<file path="config.mk">
export PLATFORM = sky130hd
export DESIGN_NAME = wrst_gen
export DESIGN_NICKNAME = d
export VERILOG_FILES = /design/src/rtl/wrst_pkg.sv /design/src/rtl/wrst_idle_det.sv /design/src/rtl/wrst_pulse.sv /design/src/rtl/wrst_gen.sv
export SDC_FILE = /design/constraint.sdc
export NUM_CORES = 1
export LEC_CHECK = 0
export BUFFER_PORTS_ARGS = -buffer_cell sky130_fd_sc_hd__buf_4
export CAP_MARGIN = 20
export CORE_UTILIZATION = 35
export DETAILED_ROUTE_END_ITERATION = 16
export HOLD_SLACK_MARGIN = 0.15
export PLACE_DENSITY = 0.57
export RECOVER_POWER = 25
export SETUP_SLACK_MARGIN = 0.5
export SYNTH_ARGS = -nofsm -noshare
export SYNTH_HDL_FRONTEND = slang
export SYNTH_SLANG_ARGS = --single-unit
</file>
<file path="constraint.sdc">
create_clock -name clk -period 1.8 [get_ports clk]
set_clock_uncertainty 0.15 [all_clocks]
set_input_delay 0.18 -clock clk [delete_from_list [all_inputs] [get_ports clk]]
set_output_delay 0.18 -clock clk [all_outputs]
set_load 0.02 [all_outputs]
</file>
<file path="src/rtl/wrst_pkg.sv">
package wrst_pkg;
  localparam int unsigned DEF_DATA_W      = 8;
  localparam int unsigned DEF_CTL_BIT     = 2;
  localparam int unsigned DEF_PULSE_LEN   = 32;
  localparam int unsigned DEF_IDLE_CYCLES = 16;
  localparam int unsigned DEF_SYNC_STAGES = 2;

  // Width of a counter that must hold values 0..max_val.
  function automatic int unsigned cnt_width(input int unsigned max_val);
    return (max_val < 2) ? 1 : $clog2(max_val + 1);
  endfunction
endpackage

</file>
<file path="src/rtl/wrst_idle_det.sv">
module wrst_idle_det #(
  parameter int unsigned SYNC_STAGES = wrst_pkg::DEF_SYNC_STAGES,
  parameter int unsigned IDLE_CYCLES = wrst_pkg::DEF_IDLE_CYCLES
) (
  input  logic clk,
  input  logic rst,
  input  logic bclk_i,
  output logic idle_o
);
  localparam int unsigned CW = wrst_pkg::cnt_width(IDLE_CYCLES);
  localparam logic [CW-1:0] LIMIT = CW'(IDLE_CYCLES);

  // Synchronizer chain plus one stage to compare against.
  logic [SYNC_STAGES:0] sh_q;
  logic                 edge_seen;
  logic [CW-1:0]        quiet_q, quiet_d;
  logic                 idle_q;

  always_ff @(posedge clk) begin
    if (rst) sh_q <= '0;
    else     sh_q <= {sh_q[SYNC_STAGES-1:0], bclk_i};
  end

  assign edge_seen = sh_q[SYNC_STAGES] ^ sh_q[SYNC_STAGES-1];

  always_comb begin
    if (edge_seen)             quiet_d = '0;
    else if (quiet_q != LIMIT) quiet_d = quiet_q + 1'b1;
    else                       quiet_d = quiet_q;
  end

  always_ff @(posedge clk) begin
    if (rst) begin
      quiet_q <= '0;
      idle_q  <= 1'b0;
    end else begin
      quiet_q <= quiet_d;
      idle_q  <= (quiet_d == LIMIT);
    end
  end

  assign idle_o = idle_q;


  bclk_edge_clears_idle_chk: assert property (@(posedge clk) disable iff (rst)
    edge_seen |=> !idle_o);


  quiet_bound_chk: assert property (@(posedge clk) disable iff (rst)
    quiet_q <= LIMIT);
endmodule

</file>
<file path="src/rtl/wrst_pulse.sv">
module wrst_pulse #(
  parameter int unsigned PULSE_LEN = wrst_pkg::DEF_PULSE_LEN
) (
  input  logic clk,
  input  logic rst,
  input  logic req_i,
  input  logic allow_i,
  output logic pulse_o
);
  localparam int unsigned CW = wrst_pkg::cnt_width(PULSE_LEN);
  localparam logic [CW-1:0] LOAD = CW'(PULSE_LEN);

  logic [CW-1:0] cnt_q, cnt_d;
  logic          pulse_q;
  logic          running;
  logic          accept;

  assign running = (cnt_q != '0);
  assign accept  = req_i && allow_i && !running;

  always_comb begin
    if (accept)       cnt_d = LOAD;
    else if (running) cnt_d = cnt_q - 1'b1;
    else              cnt_d = cnt_q;
  end

  always_ff @(posedge clk) begin
    if (rst) begin
      cnt_q   <= '0;
      pulse_q <= 1'b0;
    end else begin
      cnt_q   <= cnt_d;
      pulse_q <= (cnt_d != '0);
    end
  end

  assign pulse_o = pulse_q;


  pulse_cnt_range_chk: assert property (@(posedge clk) disable iff (rst)
    cnt_q <= LOAD);


  no_restart_chk: assert property (@(posedge clk) disable iff (rst)
    running |=> (cnt_q == $past(cnt_q) - 1'b1));


  rise_needs_request_chk: assert property (@(posedge clk) disable iff (rst)
    $rose(pulse_o) |-> $past(req_i && allow_i));
endmodule

</file>
<file path="src/rtl/wrst_gen.sv">
module wrst_gen #(
  parameter int unsigned DATA_W      = wrst_pkg::DEF_DATA_W,
  parameter int unsigned CTL_BIT     = wrst_pkg::DEF_CTL_BIT,
  parameter int unsigned PULSE_LEN   = wrst_pkg::DEF_PULSE_LEN,
  parameter int unsigned IDLE_CYCLES = wrst_pkg::DEF_IDLE_CYCLES,
  parameter int unsigned SYNC_STAGES = wrst_pkg::DEF_SYNC_STAGES
) (
  input  logic              clk,
  input  logic              rst,
  input  logic              wr_en,
  input  logic [DATA_W-1:0] wr_data,
  input  logic              link_off,
  input  logic              bclk,
  output logic              sync_o,
  output logic [DATA_W-1:0] rd_data
);
  logic bclk_idle;
  logic pulse;

  wrst_idle_det #(
    .SYNC_STAGES(SYNC_STAGES),
    .IDLE_CYCLES(IDLE_CYCLES)
  ) u_idle (
    .clk   (clk),
    .rst   (rst),
    .bclk_i(bclk),
    .idle_o(bclk_idle)
  );

  wrst_pulse #(
    .PULSE_LEN(PULSE_LEN)
  ) u_pulse (
    .clk    (clk),
    .rst    (rst),
    .req_i  (wr_en && wr_data[CTL_BIT]),
    .allow_i(bclk_idle && !link_off),
    .pulse_o(pulse)
  );

  assign sync_o = pulse;

  always_comb begin
    rd_data          = '0;
    rd_data[CTL_BIT] = pulse;
  end


  link_off_blocks_chk: assert property (@(posedge clk) disable iff (rst)
    (link_off && !sync_o) |=> !sync_o);


  zero_bit_no_start_chk: assert property (@(posedge clk) disable iff (rst)
    (!sync_o && !(wr_en && wr_data[CTL_BIT])) |=> !sync_o);
endmodule

</file>
-- Word level (Yosys, flattened, before mapping)
Index checks and enable logic that the tools add are counted.
Widths: inputs -> output; s select.
- flip-flop bits (word level): 16
- input bits: 13
- output and inout port bits: 9
- word-level logic and storage cells: 22
- add/subtract/negate cells: 2
- equality and inequality tests: 2
- mux-type cells: 4
- bitwise gates (word level): 1
- reduce and logical (&&, ||, !) cells: 8
- operators with widths (operator ; count):
    $mux 6 ; 2
    $reduce_bool 6->1 ; 2
    $mux 5 ; 2
    $sub 6x1->6 const B ; 1
    $add 5x1->5 const B ; 1
    $eq 5x5->1 const B ; 1
    $ne 5x5->1 const B ; 1
    $logic_and 1x1->1 ; 4
    $logic_not 1->1 ; 2
    $xor 1x1->1 ; 1

-- Longest topological paths before layout
Gate-level depths: netlist of the first run.
- word-level depth: 6
- mapped depth: 6

-- Modules after synthesis
From an unflattened synthesis of the first run, not the netlist that was laid out.
- cell total of the unflattened synthesis: 104
- area total of the unflattened synthesis: 944.7 um2
- modules (own cells, without submodules) (module ; times used ; cells an instance ; area each (um2)):
    wrst_pulse ; 1 ; 50 ; 446.7
    wrst_idle_det ; 1 ; 43 ; 414.1
    wrst_gen ; 1 ; 11 ; 83.8

-- Worst setup path after synthesis of the first run
OpenSTA, ideal clock, no wires.
- path type: register to register
- from: reg u_idle.quiet_q[0]
- to: reg u_idle.idle_q (netlist: u_idle.idle_o)
- setup time: 103 ps
- data arrival time: 1371 ps
- data required time: 1547 ps
- setup slack: 176 ps
- stages on the path, launching flop included: 6
- path buffers: 0
- clock period less this slack: 1624 ps
- cell sequence: dfxtp_1 -> ha_1 -> nand3_1 -> xor2_1 -> or2_1 -> a2111oi_2
- cells in the longest elaborated chain, start to end: 4
- elaborated cells between the ends (all ways): 5
- classes of those cells: add/sub: 1; eq/ne: 2; mux: 2
- RTL lines (element ; line ; text):
    from (decl) ; wrst_idle_det.sv:16 ; logic [CW-1:0] quiet_q, quiet_d;
    from (signal assigned) ; wrst_idle_det.sv:37 ; quiet_q <= quiet_d;
    $add 5x1->5 or $ne 5x5->1 (tied branches) ; wrst_idle_det.sv:28 ; else if (quiet_q != LIMIT) quiet_d = quiet_q + 1'b1;
    $mux 5 * ; wrst_idle_det.sv:28 ;
    $mux 5 * ; wrst_idle_det.sv:27 ; if (edge_seen) quiet_d = '0;
    $eq 5x5->1 * ; wrst_idle_det.sv:38 ; idle_q <= (quiet_d == LIMIT);
    to (signal assigned) ; wrst_idle_det.sv:38 ;
    to (decl) ; wrst_idle_det.sv:17 ; logic idle_q;
Every way passes the cells marked *; elsewhere a longest branch is shown, timed or not.
A chain may end at the register's enable or synchronous reset.

-- Worst setup path after layout of the first run
Ends and elaborated chain as after synthesis.

==> results of run 1 <==
-- cell usage after synthesis --
library cell,number
sky130_fd_sc_hd__dfxtp_1,16
sky130_fd_sc_hd__nor2_1,11
sky130_fd_sc_hd__buf_4,8
sky130_fd_sc_hd__inv_1,7
sky130_fd_sc_hd__nand2_1,5
sky130_fd_sc_hd__nor3_1,5
sky130_fd_sc_hd__xor2_1,5
sky130_fd_sc_hd__a21oi_1,4
sky130_fd_sc_hd__ha_1,4
sky130_fd_sc_hd__nand3b_1,3
sky130_fd_sc_hd__nor2b_1,3
sky130_fd_sc_hd__a31oi_1,2
sky130_fd_sc_hd__and2_1,2
sky130_fd_sc_hd__nand3_1,2
sky130_fd_sc_hd__o21ai_0,2
sky130_fd_sc_hd__xnor2_1,2
sky130_fd_sc_hd__a2111oi_2,1
sky130_fd_sc_hd__a41o_1,1
sky130_fd_sc_hd__and2b_1,1
sky130_fd_sc_hd__clkbuf_1,1
sky130_fd_sc_hd__conb_1,1
sky130_fd_sc_hd__nand2b_1,1
sky130_fd_sc_hd__nand4_1,1
sky130_fd_sc_hd__nand4b_1,1
sky130_fd_sc_hd__nor4_1,1
sky130_fd_sc_hd__nor4_2,1
sky130_fd_sc_hd__o21a_1,1
sky130_fd_sc_hd__o21bai_1,1
sky130_fd_sc_hd__or2_1,1
sky130_fd_sc_hd__or2_4,1
-- flip-flops by register name (all words and copies together) (netlist names) --
register / flops
u_idle.idle_o: 1
u_idle.quiet_q: 5
u_idle.sh_q: 3
u_pulse.cnt_q: 6
u_pulse.pulse_o: 1
-- layout make-up --
type / count / area, um^2 / share of cell area (%)
clock buffers: 4 / 36.3 / 3.09
repair buffers: 22 / 159 / 13.5
multi-input cells: 69 / 572 / 48.7
flip-flops and latches: 16 / 344 / 29.3
inverters: 7 / 28.8 / 2.45
well taps: 28 / 35.0 / 2.98
-- metrics by stage --
step                      utilization (%)  instance area [um^2]  power (mW)  cells  setup slack [ps]
after floorplan                         -                   883        1.01    101               418
after global placement               41.0                   907        1.10    127               298
after detailed placement             41.0                   907        1.11    127               350
after CTS                            49.2                  1090        1.54    142               339
after global routing                 53.1                  1170        1.82    146               255
final                                53.1                  1170        1.68    146               308
-- critical path, stage by stage (launching register included) --
cell	delay, ps
sky130_fd_sc_hd__dfxtp_4	380
sky130_fd_sc_hd__inv_4	60
sky130_fd_sc_hd__ha_4	120
sky130_fd_sc_hd__nand3b_1	140
sky130_fd_sc_hd__nor2_4	180
sky130_fd_sc_hd__xnor2_2	110
sky130_fd_sc_hd__a2111oi_4	260
-- what timing repair did --
| item | in CTS | in global routing |
|---|---|---|
| hold endpoints to repair | 10 | 5 |
| cloned | 0 | 0 |
| gates resized for setup | 13 | 18 |
| endpoints found under the setup margin | 7 | 9 |
| setup buffers | 9 | 4 |
| pin swaps | 7 | 5 |
-- power by group through the flow --
stage                     registers, mW  logic, mW  clock network [mW]
after floorplan                   0.544      0.470                   0
after global placement            0.551      0.551                   0
after detailed placement          0.554      0.554                   0
after CTS                         0.525      0.764               0.248
after global routing              0.539       1.01               0.273
final                             0.532      0.909               0.242
-- kinds of logic after synthesis --
logic type | Yosys count | share of synthesized area (%)
simple gates | 39 | 25.8
fa+ha+maj | 4 | 6.11
flops | 16 | 39.1
buf+inv | 16 | 11.0
xor+xnor | 7 | 7.48
other cells | 1 | 0.458
compound gates | 12 | 10.1
-- metal layers --
layer / vias up / track usage, %
li1: 349 / -
met1: 305 / 18.6
met2: 21 / 24.2
met3: 4 / 2.73
met4: 0 / 6.94
met5: - / 0
-- how the worst max path moves through the flow --
stage                                       from                  endpoint  slack (ps)  depth (start not counted)
finish              u_idle.quiet_q[0]$_SDFF_PP0_  u_idle.idle_o$_SDFF_PP0_         310                          6
global route        u_idle.quiet_q[1]$_SDFF_PP0_  u_idle.idle_o$_SDFF_PP0_         260                          6
CTS                 u_idle.quiet_q[0]$_SDFF_PP0_  u_idle.idle_o$_SDFF_PP0_         340                          6
detailed placement  u_idle.quiet_q[0]$_SDFF_PP0_  u_idle.idle_o$_SDFF_PP0_         350                          6
global placement    u_idle.quiet_q[0]$_SDFF_PP0_  u_idle.idle_o$_SDFF_PP0_         300                          6
floorplan           u_idle.quiet_q[1]$_SDFF_PP0_  u_idle.idle_o$_SDFF_PP0_         420                          5
==> results.txt, run 1 <==
The run finished with clean final reports. The clock transition at the register clock pins on the worst setup and hold paths after CTS came out at roughly 90 ps. The routability congestion estimate from global placement is 0.776. The clock tree buffer depth is 2.

The worst-case hold path end point is u_idle.quiet_q[1]$_SDFF_PP0_. The number of antenna violations at the first check in global routing is 0. The worst reg2reg path depth came out at 6. The total area inside the core boundary comes to around 2200 um^2. The starting utilization of the core area is 37.0%.

The share of total power dissipated in combinational logic is 54.0%. The tool flagged a number of max-cap violations equal to 0. The final worst-path cycle share came out at 82.9%. The sum of negative setup slack came out at 0 ps. The via-per-instance ratio is 4.65. The total count of max-transition violations in the final report came out at 0. The kind of start point of the critical path is a flip-flop. The internal power summed over all cells came out at 1.04 mW. Of the post-synthesis cell area, the dominant cell type holds around two fifths.

Dividing the detail-routed wire length by the instance count gives between 10 and 15 um. After synthesis, the cell types taking the most area are sky130_fd_sc_hd__dfxtp_1 39%, sky130_fd_sc_hd__buf_4 7.3%, sky130_fd_sc_hd__ha_1 6.1%. The number of nets in the layout is 136. The leakage power figure came out at about 0.46 nW. The category of the critical setup timing path is reg2reg. The critical path arrival is 1540 ps. The total routing resource utilization after global routing came out at roughly 15%. The number of global-route vias before repair came to 638.

Sequential elements use about two fifths of the synthesized area. The total routed wirelength is about 1.7 mm. The first-pass GRT wire length came out at around 2.8 mm. The cell count after synthesis came out at between 90 and 100. The power density over the cells is 1430 nW/um^2.

The clock reaches the later pin of the worst-skew pair after roughly 290 ps. The wire length on met1 came out at between 700 and 800 um. The number of placement rows came out at 17.

The cell depth of the worst min-delay path is 4. The smallest hold slack is 181 ps. The die outline area came out at between 2000 and 3000 um^2.

The worst hold-check path type is in2reg. The total via count in the routed design came out at 679. Setup repair after global routing could not meet its margin everywhere. The routed design could run at a clock period as short as 1490 ps. The detailed placement HPWL came out at about 920 um. The die outline width came out at 50.4 um. The number of antenna diodes is 0. The number of different library cells used by synthesis comes to 30. The DRC violations left came out at 0. The worst register-to-register path begins at u_idle.quiet_q[0]$_SDFF_PP0_. The count of nets left with antenna violations once routing finished came out at 0. The proportion of layout cells with a drive suffix above 1 came out at 46.6%. The total count of hold-check failures in the final report is 0. Leaving out fill and tap cells, the most frequent cells in the layout are 17 x sky130_fd_sc_hd__buf_4, 10 x sky130_fd_sc_hd__nor2_1, 7 x sky130_fd_sc_hd__conb_1, 7 x sky130_fd_sc_hd__dfxtp_1.

Net switching is 38.3% of the power. The number of hold buffers added after cts is 2. From bottom edge to top edge, the die measures 50.4 um. The proportion of power drawn by flip-flops and latches came out at 31.6%. The highest clock rate came out at 0.670 GHz. CTS placed an instance of sky130_fd_sc_hd__clkbuf_4 at the clock tree root. The final setup violation count is 0. The clock tree from TritonCTS is yes. In this run the register-to-register setup slack is 310 ps. The commonest non-fill, non-tap cell in the layout is sky130_fd_sc_hd__buf_4. The terminus of the critical flop-to-flop path is u_idle.idle_o$_SDFF_PP0_. The origin of the worst min-delay path is rst.

The area overhead of the layout relative to synthesis is 43.4%. After global routing the overflow that remains totals 0. The share of total power dissipated in the clock network is approximately 14%. Port buffering added 7 buffers. In this run the number of H-tree levels came out at 1. The DRC violation total after the first TritonRoute iteration came out at 4. After detailed routing, no signal wire sits above met4.

The data required time of the worst path came out at roughly 1900 ps. The count of warnings emitted by yosys came out at 0. Summed over all nets, wire length on met3 after detailed routing comes to 57 um. The TritonCTS buffer count is 3. The total net switching power came out at 0.645 mW. The top-level port count is 22. The synthesized area per cell came out at 8.63 um^2.

The area of the mapped netlist is a little over 800 um^2. Synthesis inferred 16 register bits. Of all nets on the critical path, the largest fanout is 4. The number of fill cells in the layout is 203. The routed wire length on met2 came out at 842 um.

IR analysis of the VDD net gives a maximum drop of 1250 uV. The count of TritonRoute iterations in the first routing pass is 4. The sink count of the clock tree is 16. The worst setup path is captured at a flip-flop. The pin count of the biggest net entering global routing is 11. Summed over all instances, the cell type with the most area after synthesis is sky130_fd_sc_hd__dfxtp_1.
(Power assumes the default switching activity.)
==> run 2, diff against run 1 <==
--- a/config.mk
+++ b/config.mk
@@ -5,12 +5,13 @@
 export SDC_FILE = /design/constraint.sdc
 export NUM_CORES = 1
 export LEC_CHECK = 0
+export ABC_AREA = 1
 export BUFFER_PORTS_ARGS = -buffer_cell sky130_fd_sc_hd__buf_4
 export CAP_MARGIN = 20
 export CORE_UTILIZATION = 35
 export DETAILED_ROUTE_END_ITERATION = 16
 export HOLD_SLACK_MARGIN = 0.15
-export PLACE_DENSITY = 0.57
+export PLACE_DENSITY = 0.59
 export RECOVER_POWER = 25
 export SETUP_SLACK_MARGIN = 0.5
 export SYNTH_ARGS = -nofsm -noshare
==> constraint.sdc (replaced) <==
create_clock -name clk -period 1.3 [get_ports clk]
set_clock_uncertainty 0.15 [all_clocks]
set_input_delay 0.13 -clock clk [delete_from_list [all_inputs] [get_ports clk]]
set_output_delay 0.13 -clock clk [all_outputs]
set_load 0.02 [all_outputs]
==> run 2 against run 1 <==
  * The flow now finishes with violations (hold timing, setup timing)
  * Critical path depth up 4
  * Register-to-register slack worse by 360 ps
  * Cell count increased by 17%
  * Sequential cell count did not move
  * First-iteration DRC count grew to 2.5 times the previous value
  * Synthesized area up 7.0%
  * Hold slack lost 290 ps
  * Design area up 7.1%
  * Clock-buffer cell count unchanged
  * Critical path type unchanged
==> results.txt, run 2 <==
The proportion of layout cells with a drive suffix above 1 is 51.0%. The proportion of power drawn by flip-flops and latches is 26.7%. Detailed placement ended at an HPWL of approximately 1.2 mm.

TritonCTS built the clock tree. The distinct cell type count after synthesis is 23. The data required time of the worst path is ~1300 ps. Global routing consumed, over all layers together, 14.9% of the routing resources. The run finished, with violations left. The biggest area contributor in the post-synthesis netlist is sky130_fd_sc_hd__dfxtp_1. Setup repair after global routing could not meet its margin everywhere. The routability congestion estimate from global placement is just over 0.8. The clock transition at the register clock pins on the worst setup and hold paths after CTS is 90 ps. From synthesis to final layout, the design area changed by 43.5%. The first routing iteration left 10 violations. The minimum setup slack in the final design is -55.2 ps. The DRC violations left came out at 0. Ranked by total cell area, the synthesized netlist is headed by sky130_fd_sc_hd__dfxtp_1 37%, sky130_fd_sc_hd__inv_1 8.6%, sky130_fd_sc_hd__nor2_1 7.7%.

In this run the clock root is driven by a sky130_fd_sc_hd__clkbuf_4. The post-synthesis async set-or-reset flop share came out at 0%. The most congested layer reported by global routing is met2. The die outline area is 2710 um^2. The total congestion overflow came out at 0.

The first-pass GRT wire length came out at 2.93 mm. The peak ir drop on the vdd network came out at 1170 uV. STA classifies the critical path startpoint as a flip-flop. The worst reg2reg path depth came out at 10. In the final routed layout, each cell accounts on average for 9.67 um. The sink count of the clock tree came out at 16. The slowest cell on the critical path is sky130_fd_sc_hd__dfxtp_2.

The total net switching power is about 1.0 mW. The die outline width came out at 52.1 um. The total count of max-transition violations in the final report is 0.

The total count of hold-check failures in the final report came to 11. The internal power summed over all cells is 1.59 mW. Combinational logic burns between 60% and 70% of the power.

The most used standard cell by instance count after synthesis is sky130_fd_sc_hd__inv_1. The die is about 52 um tall. The worst path uses 104% of the clock period. The time the final worst path needs with I/O delays and setup came out at 1360 ps.

The worst hold path terminates at u_idle.sh_q[0]$_SDFF_PP0_. The worst slack at placement is -59.5 ps. The final reports fail on hold timing, setup timing. The critical path arrival came out at 1390 ps. The largest single stage delay on the critical path is between 300 and 400 ps. Among the stages of the critical path, the cell type that occurs most often is sky130_fd_sc_hd__nand2_1. The final layout contains 161 nets.

Synthesis handed over a netlist of 118 instances. The largest registers in the layout are u_pulse.cnt_q (6), u_idle.quiet_q (5), u_idle.sh_q (3). The number of global-route vias before repair is 745. Walking the worst path, the cells encountered are inv_4, ha_4, nand2_2, nor2_4, nand3_1, nand2_1, nor2_1, nand2_1, nand2_1, nand2_1. In this run the static leakage power is 0.582 nW. At the later pin of the worst-skew pair, clock insertion delay measures 280 ps. The total via count in the routed design is 757.

The synthesized area per cell is 7.43 um^2. The met3 track demand over resource came out at between 3 and 4%. The reg-to-reg startpoint is u_pulse.cnt_q[0]$_SDFF_PP0_. The number of maximum-capacitance constraint violations came out at 0.

In the synthesized netlist, the cells that appear most often are 20 x sky130_fd_sc_hd__inv_1, 18 x sky130_fd_sc_hd__nor2_1, 16 x sky130_fd_sc_hd__dfxtp_1. The startpoint identified for the worst hold timing path is bclk. In the synthesized netlist the dominant register cell turns out to be sky130_fd_sc_hd__dfxtp_1. The commonest non-fill, non-tap cell in the layout is sky130_fd_sc_hd__buf_4. The pin count of the biggest net entering global routing came out at 13. The share of the synthesized area in the top cell type came out at 36.5%. During synthesis, Yosys emitted a total of 0 warnings. In this run the critical register-to-register path is captured at u_pulse.pulse_o$_SDFF_PP0_. The cell depth of the worst min-delay path is 3. The number of antenna diodes is 0. The number of antenna violations at the first check in global routing came to 0. The top-level port count is 22. The critical path in this run is classified as reg2reg. The deepest level of the CTS H-tree came out at 1. The flip-flop count of the largest register after layout came out at 6. In the layout the commonest cells are 19 x sky130_fd_sc_hd__buf_4, 14 x sky130_fd_sc_hd__inv_1, 13 x sky130_fd_sc_hd__nand2_1, 13 x sky130_fd_sc_hd__nor2_1.

The tightest min-delay check is of the in2reg type. More flip-flops sit in one register than any other, and that register is u_pulse.cnt_q. The total routed wirelength is 1.65 mm.

The global-route track usage on met2 is 25.9%. The count of TritonRoute iterations in the first routing pass is 4. Counting flops and latches in the post-synthesis netlist gives 16. The share of total power in the clock network is roughly 12%.

The sequential cell area fraction in the yosys report came out at 36.5%. In this run the standard cell core region covers around 2300 um^2. The final setup violation count is 4. The number of flops mapped to enable cells by yosys came out at 0. For this run, global-route usage on met1 was measured as 16.9%. The worst-path maximum fanout came out at 3. The highest clock rate came out at 0.738 GHz. The share of total power consumed by net switching came out at 39.5%. Row generation in the floorplan step produced 17 rows.

In this run the power density over the cells is 2090 nW/um^2. The clock tree buffer depth came out at 2. The count of nets left with antenna violations once routing finished came out at 0. In this run the cell area of the synthesized design comes to 877 um^2. Buffers inserted during clock tree synthesis total 3. After detailed routing, the number of vias per cell comes to ~4.4. STA classifies the critical path endpoint as a flip-flop. The starting utilization of the core area is 38.2%. During placement, the flow inserted port buffers numbering 7. The reg-to-reg setup timing slack came out at -60 ps. The smallest hold slack is -106 ps.
[run 2: cell count changes after synthesis, sizes merged, moves of 3 or more]
| cell | change |
|---|---|
| nand2 | +12 |
| nand3 | +10 |
| nor2b | -3 |
| nor2 | +11 |
| inv | +15 |
| nand3b | -3 |
| xor2 | -3 |
| nor3 | -4 |
[run 2: how the worst max path moves through the flow]
stage                                      from                         end  slack, ps
CTS                 u_pulse.cnt_q[1]$_SDFF_PP0_  u_pulse.pulse_o$_SDFF_PP0_        -60
global route        u_pulse.cnt_q[1]$_SDFF_PP0_  u_pulse.pulse_o$_SDFF_PP0_       -150
finish              u_pulse.cnt_q[0]$_SDFF_PP0_  u_pulse.pulse_o$_SDFF_PP0_        -60
detailed placement  u_pulse.cnt_q[1]$_SDFF_PP0_  u_pulse.pulse_o$_SDFF_PP0_        -60
floorplan           u_pulse.cnt_q[0]$_SDFF_PP0_  u_pulse.pulse_o$_SDFF_PP0_         40
global placement    u_pulse.cnt_q[1]$_SDFF_PP0_  u_pulse.pulse_o$_SDFF_PP0_        -70
[run 2: cell families (layout without fill, tap and decap cells)]
group / after synthesis / in the layout / synth area share [%]
buffers and inverters: 32 / 51 / 17.1
and+or+nand+nor: 55 / 55 / 31.1
other: 1 / 7 / 0.428
xor gates and xnor gates: 5 / 5 / 5.85
AOI/OAI and AO/OA: 5 / 5 / 3.28
DFF: 16 / 16 / 36.5
adders and majority gates: 4 / 4 / 5.71
[run 2: critical path: cells and delay by family, from the launching register on]
family / cells / cell delay, ps
buffers and inverters: 1 / 50
flip-flops: 1 / 360
adder cells (fa/ha/maj): 1 / 160
AND/OR/NAND/NOR: 8 / 540
[run 2: layout make-up]
cell class	instances	area [um^2]
sequential	16	335
clock buffer	4	36.3
tap	28	35.0
inverter	23	96.3
fill	203	1040
multi-input combinational	76	557
timing repair buffer	24	199
[run 2: what timing repair did]
item,in CTS,in global routing
setup endpoints to repair,15,15
setup buffers,5,0
hold endpoints to repair,13,13
pin swaps,10,6
gates resized for setup,20,6
[run 2: power by group through the flow]
stage	Clock (mW)	Sequential (mW)	Combinational, mW
6_report	0.324	0.701	1.60
4_1_cts	0.346	0.700	1.57
5_1_grt	0.371	0.716	1.78
2_1_floorplan	0	0.704	0.886
3_3_place_gp	0	0.686	1.32
3_5_place_dp	0	0.689	1.34
[run 2: stage by stage]
step | std cells | setup TNS, ps | utilization, % | power [mW] | cell area (um^2)
floorplan | 124 | 0 | - | 1.59 | 982
global placement | 162 | -68.5 | 47.7 | 2.01 | 1100
detailed placement | 162 | -112 | 47.7 | 2.03 | 1100
CTS | 171 | -124 | 53.9 | 2.61 | 1240
global route | 171 | -680 | 54.8 | 2.87 | 1260
finish | 171 | -102 | 54.8 | 2.63 | 1260
[run 2: per-layer routing]
metal	vias to the layer above	part of all wire (%)
li1	392	-
met1	349	45
met2	14	52
met3	2	2.8
met4	0	0.60
met5	-	0
==> run 3, diff against run 2 <==
--- a/config.mk
+++ b/config.mk
@@ -13,6 +13,7 @@
 export HOLD_SLACK_MARGIN = 0.15
 export PLACE_DENSITY = 0.59
 export RECOVER_POWER = 25
+export REMOVE_ABC_BUFFERS = 1
 export SETUP_SLACK_MARGIN = 0.5
 export SYNTH_ARGS = -nofsm -noshare
 export SYNTH_HDL_FRONTEND = slang
==> run 3 against run 2 <==
  * Utilization fell by 1.9 points
  * Sequential share of layout area rose by 0.93 points
  * Hold slack improved by 17 ps
  * Sequential cell count did not move
  * Non-clock buffer count fell by 3
  * Power fell by 5.7%
  * The flow still finishes with violations (hold timing, setup timing)
  * Setup slack improved by 5.4 ps
==> results.txt, run 3 (synthesized netlist as in run 2, its figures left out) <==
The run finished, with violations left. The checks that failed: hold timing, setup timing. The total congestion overflow came out at 0. The clock transition at the register clock pins on the worst setup and hold paths after CTS came out at 90 ps. The total count of hold-check failures in the final report was 11. In the layout the commonest cells are 18 x sky130_fd_sc_hd__buf_4, 15 x sky130_fd_sc_hd__inv_1, 14 x sky130_fd_sc_hd__nor2_1. After layout, the minimum clock period comes to between 1000 and 1500 ps. The final setup violation count is 4. In this run the clock root is driven by a sky130_fd_sc_hd__clkbuf_4.

Traced cell by cell, the critical path runs through inv_4, ha_4, nand3_4, nand2_2, buf_4, buf_4, a21oi_1. u_pulse.cnt_q holds more flip-flops than any other register. The area overhead of the layout relative to synthesis came out at 38.7%. The final non-filler cell total is ~170. The final worst-path cycle share is 104%. The net count of the finished layout is roughly 160. The number of antenna violations at the first check in global routing came out at 0. The largest incremental delay on the critical path is 370 ps. Dividing the detail-routed via count by the number of cells gives around 4.5. The peak ir drop on the vdd network is 1500 uV.

The power density over the cells is 2040 nW/um^2. The die is 52.1 um tall. The minimum setup slack in the final design is -49.8 ps.

The highest clock rate came out at 0.741 GHz. The worst setup path is launched from a flip-flop. The proportion of layout cells with a drive suffix above 1 came out at between 50 and 60%. Detailed placement ended at an HPWL of 1.19 mm.

The pin count of the biggest net entering global routing came out at 13. The DRC violation total after the first TritonRoute iteration came out at 17. The post-route cell area is around 1200 um^2. The number of global-route vias before repair is around 720. The critical path arrival is between 1000 and 1500 ps.

The congestion estimate from routability-driven global placement came to 0.771. The worst hold-check path type is in2reg. The cell occurring most often along the worst timing path is sky130_fd_sc_hd__buf_4. The endpoint type of the worst setup path is a flip-flop.

The first-pass GRT wire length came out at 2.89 mm. The worst-path maximum fanout came out at 6. The floorplan step set the die width to 52.1 um. The number of fill cells in the layout came out at 225. The number of port buffers came out at 7. The count of nets left with antenna violations after detail routing came out at 0.

The number of placement rows came out at 17. In this run the cell area measured after placement is roughly 1000 um^2. Setup repair after global routing could not meet its margin everywhere. The clock tree buffer depth came out at 2.

In this design, the largest share of critical-path delay is due to flip-flops. The TritonCTS buffer count came out at 3. The die outline area came out at approximately 2700 um^2. The total via count in the routed design came out at 755. The repair_antennas step left the layout with diodes totalling 0. The total routed wirelength came out at roughly 1.7 mm.

CTS saw 16 sinks. The share of the core filled with cells is 52.9%. The number of buffers and inverters on the critical path came out at 3. The commonest non-fill, non-tap cell in the layout is sky130_fd_sc_hd__buf_4.

The core region is 2300 um^2. The deepest level of the CTS H-tree came out at 1. The DRC violations left is 0. Summed over all cells, the static leakage comes to 0.560 nW. The total routing resource utilization after global routing is 14.5%. The register with the most flip-flops in the layout has 6 of them. The number of placed instances, taps included, is 161.

The top-level port count is 22. The largest registers in the layout are u_pulse.cnt_q (6), u_idle.quiet_q (5), u_idle.sh_q (3). Among all stages on the critical path, the largest delay is contributed by sky130_fd_sc_hd__dfxtp_2. The later pin in the worst-skew pair is clocked with a latency of ~280 ps. The count of TritonRoute iterations in the first routing pass came out at 4.

The total count of max-transition violations in the final report is 0. The category of the critical setup timing path is reg2reg. The data required time of the worst path came out at between 1000 and 1500 ps. The smallest hold slack came out at -89.0 ps.

The starting utilization of the core area is 38.2%. Max-cap violations in this run came to 0. The average wire per cell in the routed design came out at 10.4 um. TritonCTS built the clock tree.
-- run 3: changes by cell type in the layout (fill, tap and decap cells not counted), sizes merged --
cell,previous run,this run
buf,24,21
clkbuf,4,3
-- run 3: worst reg2reg max path, stage by stage (launching register included) --
cell and delay [ps]:
sky130_fd_sc_hd__dfxtp_2 370, sky130_fd_sc_hd__inv_4 50, sky130_fd_sc_hd__ha_4 160, sky130_fd_sc_hd__nand3_4 120
sky130_fd_sc_hd__nand2_2 80, sky130_fd_sc_hd__buf_4 120, sky130_fd_sc_hd__buf_4 120, sky130_fd_sc_hd__a21oi_1 110
-- run 3: metrics by stage --
| stage | setup slack [ps] | TNS [ps] | power, mW |
|---|---|---|---|
| 6_report | -49.8 | -142 | 2.48 |
| 5_1_grt | -150 | -539 | 2.66 |
| 4_1_cts | -40.8 | -140 | 2.34 |
| 3_5_place_dp | -118 | -323 | 1.86 |
| 3_3_place_gp | -107 | -273 | 1.86 |
| 2_1_floorplan | -60.1 | -60.1 | 1.44 |
-- run 3: timing repair --
action / in CTS / in global routing
endpoints found under the setup margin: 15 / 15
pin swaps: 9 / 10
setup buffers: 1 / 2
endpoints found under the hold margin: 14 / 13
gates resized for setup: 34 / 15
-- run 3: path summary, 6_finish.rpt --
path | startpoint | to | slack [ps] | cells past startpoint
max | u_pulse.cnt_q[1]$_SDFF_PP0_ | u_pulse.cnt_q[0]$_SDFF_PP0_ | -50 | 7
max reg2reg | u_pulse.cnt_q[1]$_SDFF_PP0_ | u_pulse.cnt_q[0]$_SDFF_PP0_ | -50 | 7
min | bclk | u_idle.sh_q[0]$_SDFF_PP0_ | -90 | 3
min reg2reg | u_idle.sh_q[0]$_SDFF_PP0_ | u_idle.sh_q[1]$_SDFF_PP0_ | 250 | 2
-- run 3: report_power, final --
group / internal (mW) / switching, mW
registers: 0.598 / 0.106
clock network: 0.107 / 0.146
logic: 0.759 / 0.763
-- run 3: cell type report --
| cell class | instances | area, um^2 | share of cell area, % |
|---|---|---|---|
| multi-input cells | 76 | 558 | 45.9 |
| flip-flops and latches | 16 | 335 | 27.6 |
| repair buffers | 21 | 169 | 13.9 |
| inverters | 23 | 96.3 | 7.92 |
| well taps | 28 | 35.0 | 2.88 |
| clock buffers | 3 | 22.5 | 1.85 |
-- run 3: per-layer routing --
metal / vias to the layer above / share of wire (%) / track usage, %
met1: 356 / 40 / 14.5
met2: 13 / 57 / 28.8
met5: - / 0 / 0
met4: 0 / 0 / 1.35
li1: 386 / - / -
met3: 0 / 2.8 / 5.26
